[src/rtl/lvl_spwm_pkg.sv]
package lvl_spwm_pkg;

    typedef enum logic [1:0] {
        CG_IDLE = 2'd0,
        CG_RISE = 2'd1,
        CG_FALL = 2'd2
    } cg_state_e;

    typedef enum logic {
        DISP_IN_PHASE = 1'b0,
        DISP_OPPOSED  = 1'b1
    } disp_e;

    typedef logic signed [1:0] cell_t;

    localparam int NUM_CARRIERS   = 4;
    localparam int NUM_CELLS      = 2;
    localparam int GATES_PER_CELL = 4;
    localparam int LVL_W          = 3;

    localparam cell_t CELL_POS  = 2'sb01;
    localparam cell_t CELL_ZERO = 2'sb00;
    localparam cell_t CELL_NEG  = 2'sb11;

    // gate bit order per cell: {b_lo, b_hi, a_lo, a_hi}
    localparam logic [GATES_PER_CELL-1:0] GATE_POS  = 4'b1001;
    localparam logic [GATES_PER_CELL-1:0] GATE_ZERO = 4'b1010;
    localparam logic [GATES_PER_CELL-1:0] GATE_NEG  = 4'b0110;

endpackage

[src/rtl/lvl_carrier_gen.sv]
module lvl_carrier_gen
    import lvl_spwm_pkg::*;
#(
    parameter int REF_W = 12,
    parameter int CNT_W = 9,
    parameter int DIV_W = 8
) (
    input  logic                    clk,
    input  logic                    rst_n,
    input  logic                    en_i,
    input  logic [DIV_W-1:0]        div_i,
    input  logic signed [REF_W-1:0] ref_i,
    output logic [CNT_W-1:0]        cnt_o,
    output logic signed [REF_W-1:0] ref_q_o,
    output logic                    run_o
);

    localparam logic [CNT_W-1:0] CNT_TOP = '1;
    localparam logic [CNT_W-1:0] CNT_BOT = '0;

    cg_state_e               state_q, state_d;
    logic [CNT_W-1:0]        cnt_q, cnt_d;
    logic [DIV_W-1:0]        presc_q, presc_d;
    logic signed [REF_W-1:0] ref_q, ref_d;
    logic                    tick;

    // state register
    always_ff @(posedge clk or negedge rst_n) begin
        if (!rst_n) begin
            state_q <= CG_IDLE;
            cnt_q   <= '0;
            presc_q <= '0;
            ref_q   <= '0;
        end else begin
            state_q <= state_d;
            cnt_q   <= cnt_d;
            presc_q <= presc_d;
            ref_q   <= ref_d;
        end
    end

    // next state: IDLE -start-> RISE -peak-> FALL -valley-> RISE, any -stop-> IDLE
    always_comb begin
        state_d = state_q;
        cnt_d   = cnt_q;
        presc_d = presc_q;
        ref_d   = ref_q;
        tick    = (presc_q >= div_i);
        unique case (state_q)
            CG_IDLE: begin
                cnt_d   = CNT_BOT;
                presc_d = '0;
                if (en_i) begin
                    state_d = CG_RISE;
                    ref_d   = ref_i;
                end
            end
            CG_RISE: begin
                if (!en_i) begin
                    state_d = CG_IDLE;
                    cnt_d   = CNT_BOT;
                    presc_d = '0;
                end else if (tick) begin
                    presc_d = '0;
                    if (cnt_q == CNT_TOP) begin
                        state_d = CG_FALL;
                        cnt_d   = CNT_TOP - 1'b1;
                        ref_d   = ref_i;
                    end else begin
                        cnt_d = cnt_q + 1'b1;
                    end
                end else begin
                    presc_d = presc_q + 1'b1;
                end
            end
            CG_FALL: begin
                if (!en_i) begin
                    state_d = CG_IDLE;
                    cnt_d   = CNT_BOT;
                    presc_d = '0;
                end else if (tick) begin
                    presc_d = '0;
                    if (cnt_q == CNT_BOT) begin
                        state_d = CG_RISE;
                        cnt_d   = CNT_BOT + 1'b1;
                    end else begin
                        cnt_d = cnt_q - 1'b1;
                    end
                end else begin
                    presc_d = presc_q + 1'b1;
                end
            end
            default: begin
                state_d = CG_IDLE;
            end
        endcase
    end

    // outputs
    always_comb begin
        cnt_o   = cnt_q;
        ref_q_o = ref_q;
        run_o   = (state_q != CG_IDLE);
    end

endmodule

[src/rtl/lvl_level_sel.sv]
module lvl_level_sel
    import lvl_spwm_pkg::*;
#(
    parameter int REF_W = 12,
    parameter int CNT_W = 9
) (
    input  logic signed [REF_W-1:0] ref_i,
    input  logic [CNT_W-1:0]        cnt_i,
    input  logic                    mode_i,
    output logic signed [LVL_W-1:0] level_o
);

    localparam int CW   = REF_W + 1;
    localparam int BAND = 1 << CNT_W;
    localparam logic [CNT_W-1:0] CNT_TOP = '1;

    logic [NUM_CARRIERS-1:0] above;
    logic signed [CW-1:0]    ref_x;
    logic [LVL_W-1:0]        hits;

    assign ref_x = {ref_i[REF_W-1], ref_i};

    for (genvar k = 0; k < NUM_CARRIERS; k++) begin : g_car
        localparam logic signed [CW-1:0] BASE = CW'((k - NUM_CARRIERS / 2) * BAND);
        logic [CNT_W-1:0]     pos;
        logic signed [CW-1:0] carrier;
        if (k >= NUM_CARRIERS / 2) begin : g_upper
            assign pos = (disp_e'(mode_i) == DISP_OPPOSED) ? (CNT_TOP - cnt_i) : cnt_i;
        end else begin : g_lower
            assign pos = cnt_i;
        end
        assign carrier  = BASE + $signed({{(CW - CNT_W){1'b0}}, pos});
        assign above[k] = (ref_x > carrier);
    end

    always_comb begin
        hits = '0;
        for (int k = 0; k < NUM_CARRIERS; k++) begin
            hits = hits + LVL_W'(above[k]);
        end
        level_o = $signed(hits - LVL_W'(NUM_CARRIERS / 2));
    end

endmodule

[src/rtl/lvl_cell_map.sv]
module lvl_cell_map
    import lvl_spwm_pkg::*;
(
    input  logic signed [LVL_W-1:0] level_i,
    output cell_t                   cell1_o,
    output cell_t                   cell2_o
);

    always_comb begin
        case (level_i)
            3'sd2: begin
                cell1_o = CELL_POS;
                cell2_o = CELL_POS;
            end
            3'sd1: begin
                cell1_o = CELL_POS;
                cell2_o = CELL_ZERO;
            end
            -3'sd1: begin
                cell1_o = CELL_NEG;
                cell2_o = CELL_ZERO;
            end
            -3'sd2: begin
                cell1_o = CELL_NEG;
                cell2_o = CELL_NEG;
            end
            default: begin
                cell1_o = CELL_ZERO;
                cell2_o = CELL_ZERO;
            end
        endcase
    end

endmodule

[src/rtl/lvl_gate_dec.sv]
module lvl_gate_dec
    import lvl_spwm_pkg::*;
#(
    parameter int NCELL = 2
) (
    input  logic                          clk,
    input  logic                          rst_n,
    input  logic                          run_i,
    input  logic signed [LVL_W-1:0]       level_i,
    input  logic [2*NCELL-1:0]            cells_i,
    output logic [GATES_PER_CELL*NCELL-1:0] gate_o,
    output logic signed [LVL_W-1:0]       level_o
);

    localparam int GW = GATES_PER_CELL * NCELL;

    logic [GW-1:0] dec;

    for (genvar c = 0; c < NCELL; c++) begin : g_cell
        always_comb begin
            case (cells_i[2*c +: 2])
                CELL_POS: dec[GATES_PER_CELL*c +: GATES_PER_CELL] = GATE_POS;
                CELL_NEG: dec[GATES_PER_CELL*c +: GATES_PER_CELL] = GATE_NEG;
                default:  dec[GATES_PER_CELL*c +: GATES_PER_CELL] = GATE_ZERO;
            endcase
        end
    end

    always_ff @(posedge clk or negedge rst_n) begin
        if (!rst_n) begin
            gate_o  <= '0;
            level_o <= '0;
        end else if (run_i) begin
            gate_o  <= dec;
            level_o <= level_i;
        end else begin
            gate_o  <= '0;
            level_o <= '0;
        end
    end

endmodule

[src/rtl/lvl_spwm_leg.sv]
module lvl_spwm_leg
    import lvl_spwm_pkg::*;
#(
    parameter int REF_W = 12,
    parameter int DIV_W = 8
) (
    input  logic                    clk,
    input  logic                    rst_n,
    input  logic                    en_i,
    input  logic                    mode_i,
    input  logic [DIV_W-1:0]        period_div_i,
    input  logic signed [REF_W-1:0] ref_i,
    output logic signed [2:0]       level_o,
    output logic [7:0]              gate_o
);

    localparam int CNT_W = REF_W - 3;

    logic [CNT_W-1:0]        cnt_w;
    logic signed [REF_W-1:0] ref_q_w;
    logic                    run_w;
    logic signed [LVL_W-1:0] level_w;
    cell_t                   cell1_w, cell2_w;

    lvl_carrier_gen #(
        .REF_W (REF_W),
        .CNT_W (CNT_W),
        .DIV_W (DIV_W)
    ) u_car (
        .clk     (clk),
        .rst_n   (rst_n),
        .en_i    (en_i),
        .div_i   (period_div_i),
        .ref_i   (ref_i),
        .cnt_o   (cnt_w),
        .ref_q_o (ref_q_w),
        .run_o   (run_w)
    );

    lvl_level_sel #(
        .REF_W (REF_W),
        .CNT_W (CNT_W)
    ) u_sel (
        .ref_i   (ref_q_w),
        .cnt_i   (cnt_w),
        .mode_i  (mode_i),
        .level_o (level_w)
    );

    lvl_cell_map u_map (
        .level_i (level_w),
        .cell1_o (cell1_w),
        .cell2_o (cell2_w)
    );

    lvl_gate_dec #(
        .NCELL (NUM_CELLS)
    ) u_dec (
        .clk     (clk),
        .rst_n   (rst_n),
        .run_i   (en_i && run_w),
        .level_i (level_w),
        .cells_i ({cell2_w, cell1_w}),
        .gate_o  (gate_o),
        .level_o (level_o)
    );

endmodule

[config.mk]
export PLATFORM = sky130hd
export DESIGN_NAME = lvl_spwm_leg
export DESIGN_NICKNAME = d
export VERILOG_FILES = /design/src/rtl/lvl_spwm_pkg.sv /design/src/rtl/lvl_carrier_gen.sv /design/src/rtl/lvl_level_sel.sv /design/src/rtl/lvl_cell_map.sv /design/src/rtl/lvl_gate_dec.sv /design/src/rtl/lvl_spwm_leg.sv
export SDC_FILE = /design/constraint.sdc
export NUM_CORES = 1
export LEC_CHECK = 0
export ABC_AREA = 1
export BUFFER_PORTS_ARGS = -buffer_cell sky130_fd_sc_hd__buf_2
export CAP_MARGIN = 5
export CORE_ASPECT_RATIO = 0.9
export CORE_MARGIN = 1.5
export CORE_UTILIZATION = 60
export CTS_CLUSTER_DIAMETER = 30
export DETAILED_ROUTE_END_ITERATION = 16
export GPL_TIMING_DRIVEN = 0
export PLACE_DENSITY_LB_ADDON = 0.3
export SLEW_MARGIN = 20
export SYNTH_ARGS = -nofsm -noshare
export SYNTH_HDL_FRONTEND = slang
export SYNTH_SLANG_ARGS = --single-unit
[constraint.sdc]
create_clock -name clk -period 5.55 [get_ports clk]
set_input_delay 0.2775 -clock clk [delete_from_list [all_inputs] [get_ports clk]]
set_output_delay 0.2775 -clock clk [all_outputs]
set_load 0.02 [all_outputs]
==> out/metrics.cfg, run 1 <==
[status]
outcome=completed

[finish]
layout.nets=556
diodes=0
area_growth_pct=10.2
most-common-layout-cells=nand2_1 (140), inv_1 (48), dfrtp_1 (41)
final_common_cell=nand2_1
drive_above_1_share=0.160

[clocking]
tritoncts=built
cts-buffers-inserted=5
cts.sinks=41
path_clk_slew_ps=90
clk_latency_ps=300
clock_path_buffers=2
cts_root_buf=clkbuf_8
ctsHoldBuffers=0
post_cts_buffers=0
cts.htree.levels=2
cts_resized=0

[global_routing]
grt_max_degree=42
antenna_found_initial=0
grt-ovfl-total=0
grt.total_usage=0.267
grt_pass1_vias=2885
grt_pass1_wl_mm=12.3

[worst_setup_path]
worstSetupPathType=reg -> reg
slowest_stage=nor4_1
critPathTopFamily=simple AND/OR/NAND/NOR gates
crit_chain=buf_6 -> inv_1 -> ha_1 -> nand2_1 -> nor4_1 -> nand2_1 -> nand2_1 -> inv_1 -> ha_1 -> fa_1 -> inv_1 -> ha_1 -> nor2_1 -> nand2_1 -> nand2_1 -> nand2_1 -> nor2_1
crit_arrival_ps=3680
crit_path_max_fanout=10
cpPeakStageDelay_ps=510
start_kind=flip-flop
end_kind=flip-flop
crit_buf_inv=4
cpMostUsedCell=nand2_1
critical_path_required_ps=5780

[drt]
wl_mm=7.36
drtIter0Drc=202
drc=0
vias=3080
dr.pass1.iters=4
routed_via_density=5.48
avgRoutedWirePerCell_um=13.1
ant_nets=0

[pwr]
ir_drop_mv=0.460
power.density_nw_per_um2=446
p_leak_nw=1.96

[logic_synthesis]
synthCells=454
ys.flop_type=dfrtp_1
netlist_area_sq_um=3320
async_reset_ff_frac=1.00
yosys_register_bits=41
ys_seq_area_frac=0.309
synth_cell_types=33
synth-edff-count=0
synth_nets=516
ys_warn_count=0
syn_avg_cell_area_sq_um=7.32

[sta]
tightest_slew_ps=931
rsz0062_at_grt=no
slew_viol_final=0
fmax_ghz=0.290
layout_setup_ws_ps=2110
relSlewSlack=0.379
period_needed_ps=3440
tns_ps=0
hold_viol_final=0
min_period_over_period=0.620
setup_viol=0
skew_ps=11.3

[floorplanning]
dieArea_sq_um=5990
die_h_um=73.6
io_pins=35
die_w_um=81.4
core-area_sq_um=5290
start_util=0.628
rows=25

[place]
dp_hpwl_mm=5.72
port_buffers=33
gp_congestion=0.915
post-place-ws_ps=2170

[worst_hold_path]
hp-class=in -> async

[run]
cap_violations=0

## final timing paths
path | from | to | slack [ps] | depth (start not counted)
min | rst_n | u_car.cnt_o[0] | 110 | 1
min reg2reg | u_car.ref_q_o[0] | u_car.ref_q_o[0] | 500 | 2
min in group clk | ref_i[5] | u_car.ref_q_o[5] | 220 | 3
max | u_car.cnt_o[2] | u_dec.gate_o[0] | 2110 | 17
max reg2reg | u_car.cnt_o[2] | u_dec.gate_o[0] | 2110 | 17
max in group asynchronous | rst_n | u_car.cnt_o[4] | 4870 | 1
## through the flow
stage | std cells | total power, mW | utilization | hold WS [ps] | area [sq um]
after global routing | 562 | 1.79 | 0.693 | 196 | 3660
after detailed placement | 554 | 1.42 | 0.676 | 473 | 3570
final | 562 | 1.63 | 0.693 | 110 | 3660
after global placement | 554 | 1.37 | 0.676 | 460 | 3570
after floorplan | 454 | 1.18 | - | -18.1 | 3320
after CTS | 562 | 1.64 | 0.693 | 143 | 3660
## sequential cells by signal (all words and copies together) (netlist names)
register and cells:
u_dec.gate_o 8, u_car.cnt_o 9, u_car.presc_q 8, u_dec.level_o 2
u_car.state_q 2, u_car.ref_q_o 12
## routing by layer
metal,up-vias,track usage,wire length [um]
li1,1543,-,-
met3,8,0.0509,411
met5,-,0,0
met2,73,0.456,3640
met4,0,0.0805,70
met1,1456,0.341,3240
## synthesized netlist by cell type (all sizes together), types with 2 or more instances
library cell,number,share of area
nor4,2,0.0038
xnor2,10,0.026
a21oi,16,0.024
clkbuf,3,0.0034
nor2,41,0.055
ha,37,0.14
nor3,7,0.014
xor2,7,0.018
nand4,15,0.028
dfrtp,41,0.31
inv,51,0.058
nand2,146,0.17
nand3,31,0.056
o22ai,3,0.0057
o21ai,23,0.036
buf,15,0.034
## power by group
| group | switching, mW | total, mW | internal [mW] |
|---|---|---|---|
| logic | 0.626 | 0.975 | 0.349 |
| clock network | 0.119 | 0.209 | 0.0894 |
| registers | 0.0676 | 0.451 | 0.383 |
| total | 0.813 | 1.63 | 0.821 |
## worst reg2reg max path: stages, from the launching register on
cell	delay, ps
dfrtp_1	490
buf_6	200
inv_1	70
ha_1	280
nand2_1	60
nor4_1	510
nand2_1	120
nand2_1	100
inv_1	40
ha_1	290
fa_1	420
inv_1	80
ha_1	260
nor2_1	170
nand2_1	90
nand2_1	90
nand2_1	50
nor2_1	80
## cells by family after synthesis
logic type,share of synthesized area
and+or+nand+nor,0.337
buffers and inverters,0.0960
AOI/OAI and AO/OA,0.0678
DFF,0.309
adders and majority gates,0.145
xor gates and xnor gates,0.0448
## final cells by class
class | instances | area (sq um)
buffer | 18 | 124
clock buffer | 5 | 68.8
clock inverter | 3 | 21.3
fill | 454 | 1630
inverter | 52 | 195
multi-input combinational | 343 | 1980
sequential | 41 | 1030
tap | 67 | 83.8
timing repair buffer | 33 | 165
Power figures use the tool's default switching activity.
==> run 2, diff against run 1 <==
--- a/config.mk
+++ b/config.mk
@@ -5,12 +5,12 @@
 export SDC_FILE = /design/constraint.sdc
 export NUM_CORES = 1
 export LEC_CHECK = 0
-export ABC_AREA = 1
+export ABC_AREA = 0
 export BUFFER_PORTS_ARGS = -buffer_cell sky130_fd_sc_hd__buf_2
 export CAP_MARGIN = 5
 export CORE_ASPECT_RATIO = 0.9
 export CORE_MARGIN = 1.5
-export CORE_UTILIZATION = 60
+export CORE_UTILIZATION = 53
 export CTS_CLUSTER_DIAMETER = 30
 export DETAILED_ROUTE_END_ITERATION = 16
 export GPL_TIMING_DRIVEN = 0
==> constraint.sdc (replaced) <==
create_clock -name clk -period 2.9 [get_ports clk]
set_input_delay 0.145 -clock clk [delete_from_list [all_inputs] [get_ports clk]]
set_output_delay 0.145 -clock clk [all_outputs]
set_load 0.02 [all_outputs]
==> run 2 against run 1 <==
  * The flow now finishes with violations (hold timing, setup timing)
  * Largest power group unchanged
  * Final area grew 1.9%
  * Worst setup slack got worse by 2300 ps
  * Sequential cell count unchanged
  * Synthesized cell count down 26%
  * Combinational power up 140%
  * Utilization decreased by 3.0 points
  * Routed wire length fell by 1.7%
  * Clock-buffer cell count unchanged
  * Maximum frequency grew 13%
==> out/metrics.cfg, run 2 <==
[logic_synthesis]
synthTopCellsByArea=dfrtp_1 (33%), ha_1 (15%), o21ai_0 (5.0%)  ; was dfrtp_1 (31%), nand2_1 (16%), ha_1 (14%)
synth_cell_types=52  ; was 33
netlist_area_sq_um=3080  ; was 3320 sq um
syn_avg_cell_area_sq_um=9.10  ; was 7.32 sq um
ys.flop_type=dfrtp_1  ; unchanged
synth.most_common_cell=dfrtp_1  ; was nand2_1
yosys_register_bits=41  ; unchanged
synthTopCellsByCount=dfrtp_1 (41), ha_1 (37), o21ai_0 (31)  ; was nand2_1 (140), inv_1 (48), dfrtp_1 (41)
synth_nets=400  ; was 516
ys_warn_count=0  ; unchanged
ys_seq_area_frac=0.333  ; was 0.309
synth-edff-count=0  ; unchanged
async_reset_ff_frac=1.00  ; unchanged
synthCells=338  ; was 454
yosys.area.top_type=dfrtp_1  ; unchanged
synth_top_area_frac=0.333  ; was 0.309

[run]
cap_violations=0  ; unchanged

[worst_setup_path]
end_kind=flip-flop  ; unchanged
crit_arrival_ps=3240  ; was 3680 ps
cpPeakStageDelay_ps=440  ; was 510 ps
start_kind=flip-flop  ; unchanged
crit_path_max_fanout=6  ; was 10
crit_chain=xnor2_2 -> ha_1 -> nor2b_1 -> o211ai_1 -> a21oi_2 -> o311a_1 -> o21ai_2 -> o21ai_2 -> fa_2 -> inv_4 -> ha_4 -> nor3_4 -> a21oi_2 -> nor2_1 -> nor2_1  ; was buf_6 -> inv_1 -> ha_1 -> nand2_1 -> nor4_1 -> nand2_1 -> nand2_1 -> inv_1 -> ha_1 -> fa_1 -> inv_1 -> ha_1 -> nor2_1 -> nand2_1 -> nand2_1 -> nand2_1 -> nor2_1
worstSetupPathType=reg -> reg  ; unchanged
critical_path_required_ps=3090  ; was 5780 ps
slowest_stage=dfrtp_2  ; was nor4_1
timing.rr.start=u_car.cnt_o[1]  ; was u_car.cnt_o[2]
critPathTopFamily=compound AO/OA/AOI/OAI gates  ; was simple AND/OR/NAND/NOR gates
r2r_setup_slack_ps=-160  ; was 2110 ps
rr_endpoint=u_dec.gate_o[1]  ; was u_dec.gate_o[0]
crit_buf_inv=1  ; was 4
r2r_cells=15  ; was 17

[clocking]
clk_latency_ps=300  ; about the same
cts-buffers-inserted=5  ; unchanged
path_clk_slew_ps=90  ; about the same
cts.sinks=41  ; unchanged
tritoncts=built  ; unchanged
cts.htree.levels=2  ; unchanged
clock_path_buffers=2  ; unchanged
cts_root_buf=clkbuf_8  ; unchanged

[finish]
largest_reg_flops=12  ; unchanged
diodes=0  ; unchanged
n_fill_cell=455  ; was 454
most-common-layout-cells=dfrtp_1 (38), buf_2 (35), ha_1 (31)  ; was nand2_1 (140), inv_1 (48), dfrtp_1 (41)
final_common_cell=dfrtp_1  ; was nand2_1
drive_above_1_share=0.308  ; was 0.160
area_growth_pct=21.3  ; was 10.2%
layout.nets=451  ; was 556

[place]
port_buffers=33  ; unchanged
dp_hpwl_mm=5.06  ; was 5.72 mm
gp_congestion=0.881  ; was 0.915
post-place-ws_ps=-300  ; was 2170 ps

[drt]
drc=0  ; unchanged
drtIter0Drc=225  ; was 202
wl_mm=7.24  ; was 7.36 mm
avgRoutedWirePerCell_um=15.7  ; was 13.1 um
dr.pass1.iters=5  ; was 4
ant_nets=0  ; unchanged
routed_via_density=5.93  ; was 5.48
vias=2728  ; was 3080

[sta]
tightest_slew_ps=908  ; was 931 ps
slew_viol_final=0  ; unchanged
layout_setup_ws_ps=-155  ; was 2110 ps
relSlewSlack=0.395  ; was 0.379
setup_viol=6  ; was 0
fmax_ghz=0.327  ; was 0.290 GHz
period_needed_ps=3060  ; was 3440 ps
min_period_over_period=1.05  ; was 0.620
rsz0062_at_grt=yes  ; was no
skew_ps=7.85  ; was 11.3 ps
holdWs_ps=-26.8  ; was 110 ps
hold_viol_final=41  ; was 0

[floorplanning]
core-area_sq_um=5630  ; was 5290 sq um
dieArea_sq_um=6270  ; was 5990 sq um
rows=26  ; was 25
die_h_um=75.3  ; was 73.6 um
io_pins=35  ; unchanged
start_util=0.547  ; was 0.628
die_w_um=83.3  ; was 81.4 um

[pwr]
p_leak_nw=1.84  ; was 1.96 nW
p_total_mw=3.76  ; was 1.63 mW
power.density_nw_per_um2=1010  ; was 446 nW/um^2
ir_drop_mv=0.872  ; was 0.460 mV

[global_routing]
grt_max_degree=42  ; unchanged
grt_pass1_wl_mm=11.6  ; was 12.3 mm
grt.total_usage=0.231  ; was 0.267
grt-ovfl-total=0  ; unchanged
antenna_found_initial=0  ; unchanged
grt_pass1_vias=2526  ; was 2885

[worst_hold_path]
hp-class=in -> async  ; unchanged

[status]
outcome=complete, but fails checks  ; was completed
violations=hold timing, setup timing

[run 2: cell count changes in the layout (fill, tap and decap cells not counted), moves of 7 or more]
cell     previous run  this run
a21oi_2             0         7
nor2_1             35        23
o21ai_1             8         1
nand4_1            15         4
nand3_1            26        12
buf_4               5        13
inv_1              48        21
and3_1              0         7
o21ai_0            14        25
nand2_1           140        22
mux2_4              0        10
[run 2: final cells by class]
type	count	area [sq um]	share of cell area
multi-input combinational	255	2030	0.543
clock inverter	3	46.3	0.0124
buffer	15	113	0.0302
tap	70	87.6	0.0235
sequential	41	1030	0.276
clock buffer	5	68.8	0.0184
inverter	26	105	0.0282
timing repair buffer	45	255	0.0684
[run 2: logic make-up after synthesis]
family                     count (synthesis)  synth area share
AOI/OAI and AO/OA                         92             0.184
xor gates and xnor gates                  10            0.0285
DFF                                       41             0.333
muxes                                     15            0.0667
and+or+nand+nor                          100             0.168
adders and majority gates                 38             0.157
buffers and inverters                     42            0.0626
[run 2: layer usage]
layer	vias to the layer above	track usage	share of wire
li1	1315	-	-
met1	1294	0.320	0.46
met2	109	0.388	0.47
met3	10	0.0307	0.060
met4	0	0.0648	0.013
met5	-	0	0
[run 2: worst register-to-register path: stages (launching register included)]
cell,delay [ps]
dfrtp_2,440
xnor2_2,200
ha_1,270
nor2b_1,130
o211ai_1,190
a21oi_2,100
o311a_1,300
o21ai_2,170
o21ai_2,100
fa_2,380
inv_4,80
ha_4,220
nor3_4,170
a21oi_2,50
nor2_1,90
nor2_1,40
[run 2: worst max-delay path by stage]
| stage | from | to | slack, ps | depth (start not counted) |
|---|---|---|---|---|
| after floorplan | u_car.cnt_o[6] | u_dec.gate_o[1] | 3 | 15 |
| after global placement | u_car.cnt_o[7] | u_dec.gate_o[1] | -220 | 15 |
| after CTS | u_car.cnt_o[1] | u_dec.gate_o[1] | -120 | 15 |
| after global routing | u_car.cnt_o[1] | u_dec.gate_o[1] | -260 | 15 |
| after detailed placement | u_car.cnt_o[2] | u_dec.gate_o[1] | -300 | 17 |
| final | u_car.cnt_o[1] | u_dec.gate_o[1] | -160 | 15 |
[run 2: timing repair]
action                                  4_1_cts  5_1_grt
endpoints found under the setup margin        9       10
endpoints found under the hold margin         0        0
setup buffers                                 7        5
pin swaps                                    17       18
resized for setup                            12       31
hold buffers                                  0        0
[run 2: power breakdown]
| part | switching [mW] | internal (mW) | total [mW] |
|---|---|---|---|
| clock network | 0.223 | 0.258 | 0.481 |
| registers | 0.162 | 0.742 | 0.904 |
| logic | 1.29 | 1.08 | 2.38 |
[run 2: through the flow]
stage	instance area (sq um)	std cells	hold WS (ps)	utilization	setup TNS [ps]
6_report	3730	460	-26.8	0.663	-450
4_1_cts	3550	456	1.96	0.631	-358
5_1_grt	3730	460	58.0	0.663	-1150
2_1_floorplan	3100	338	-151	-	0
3_5_place_dp	3350	441	321	0.595	-1190
3_3_place_gp	3350	441	314	0.595	-699
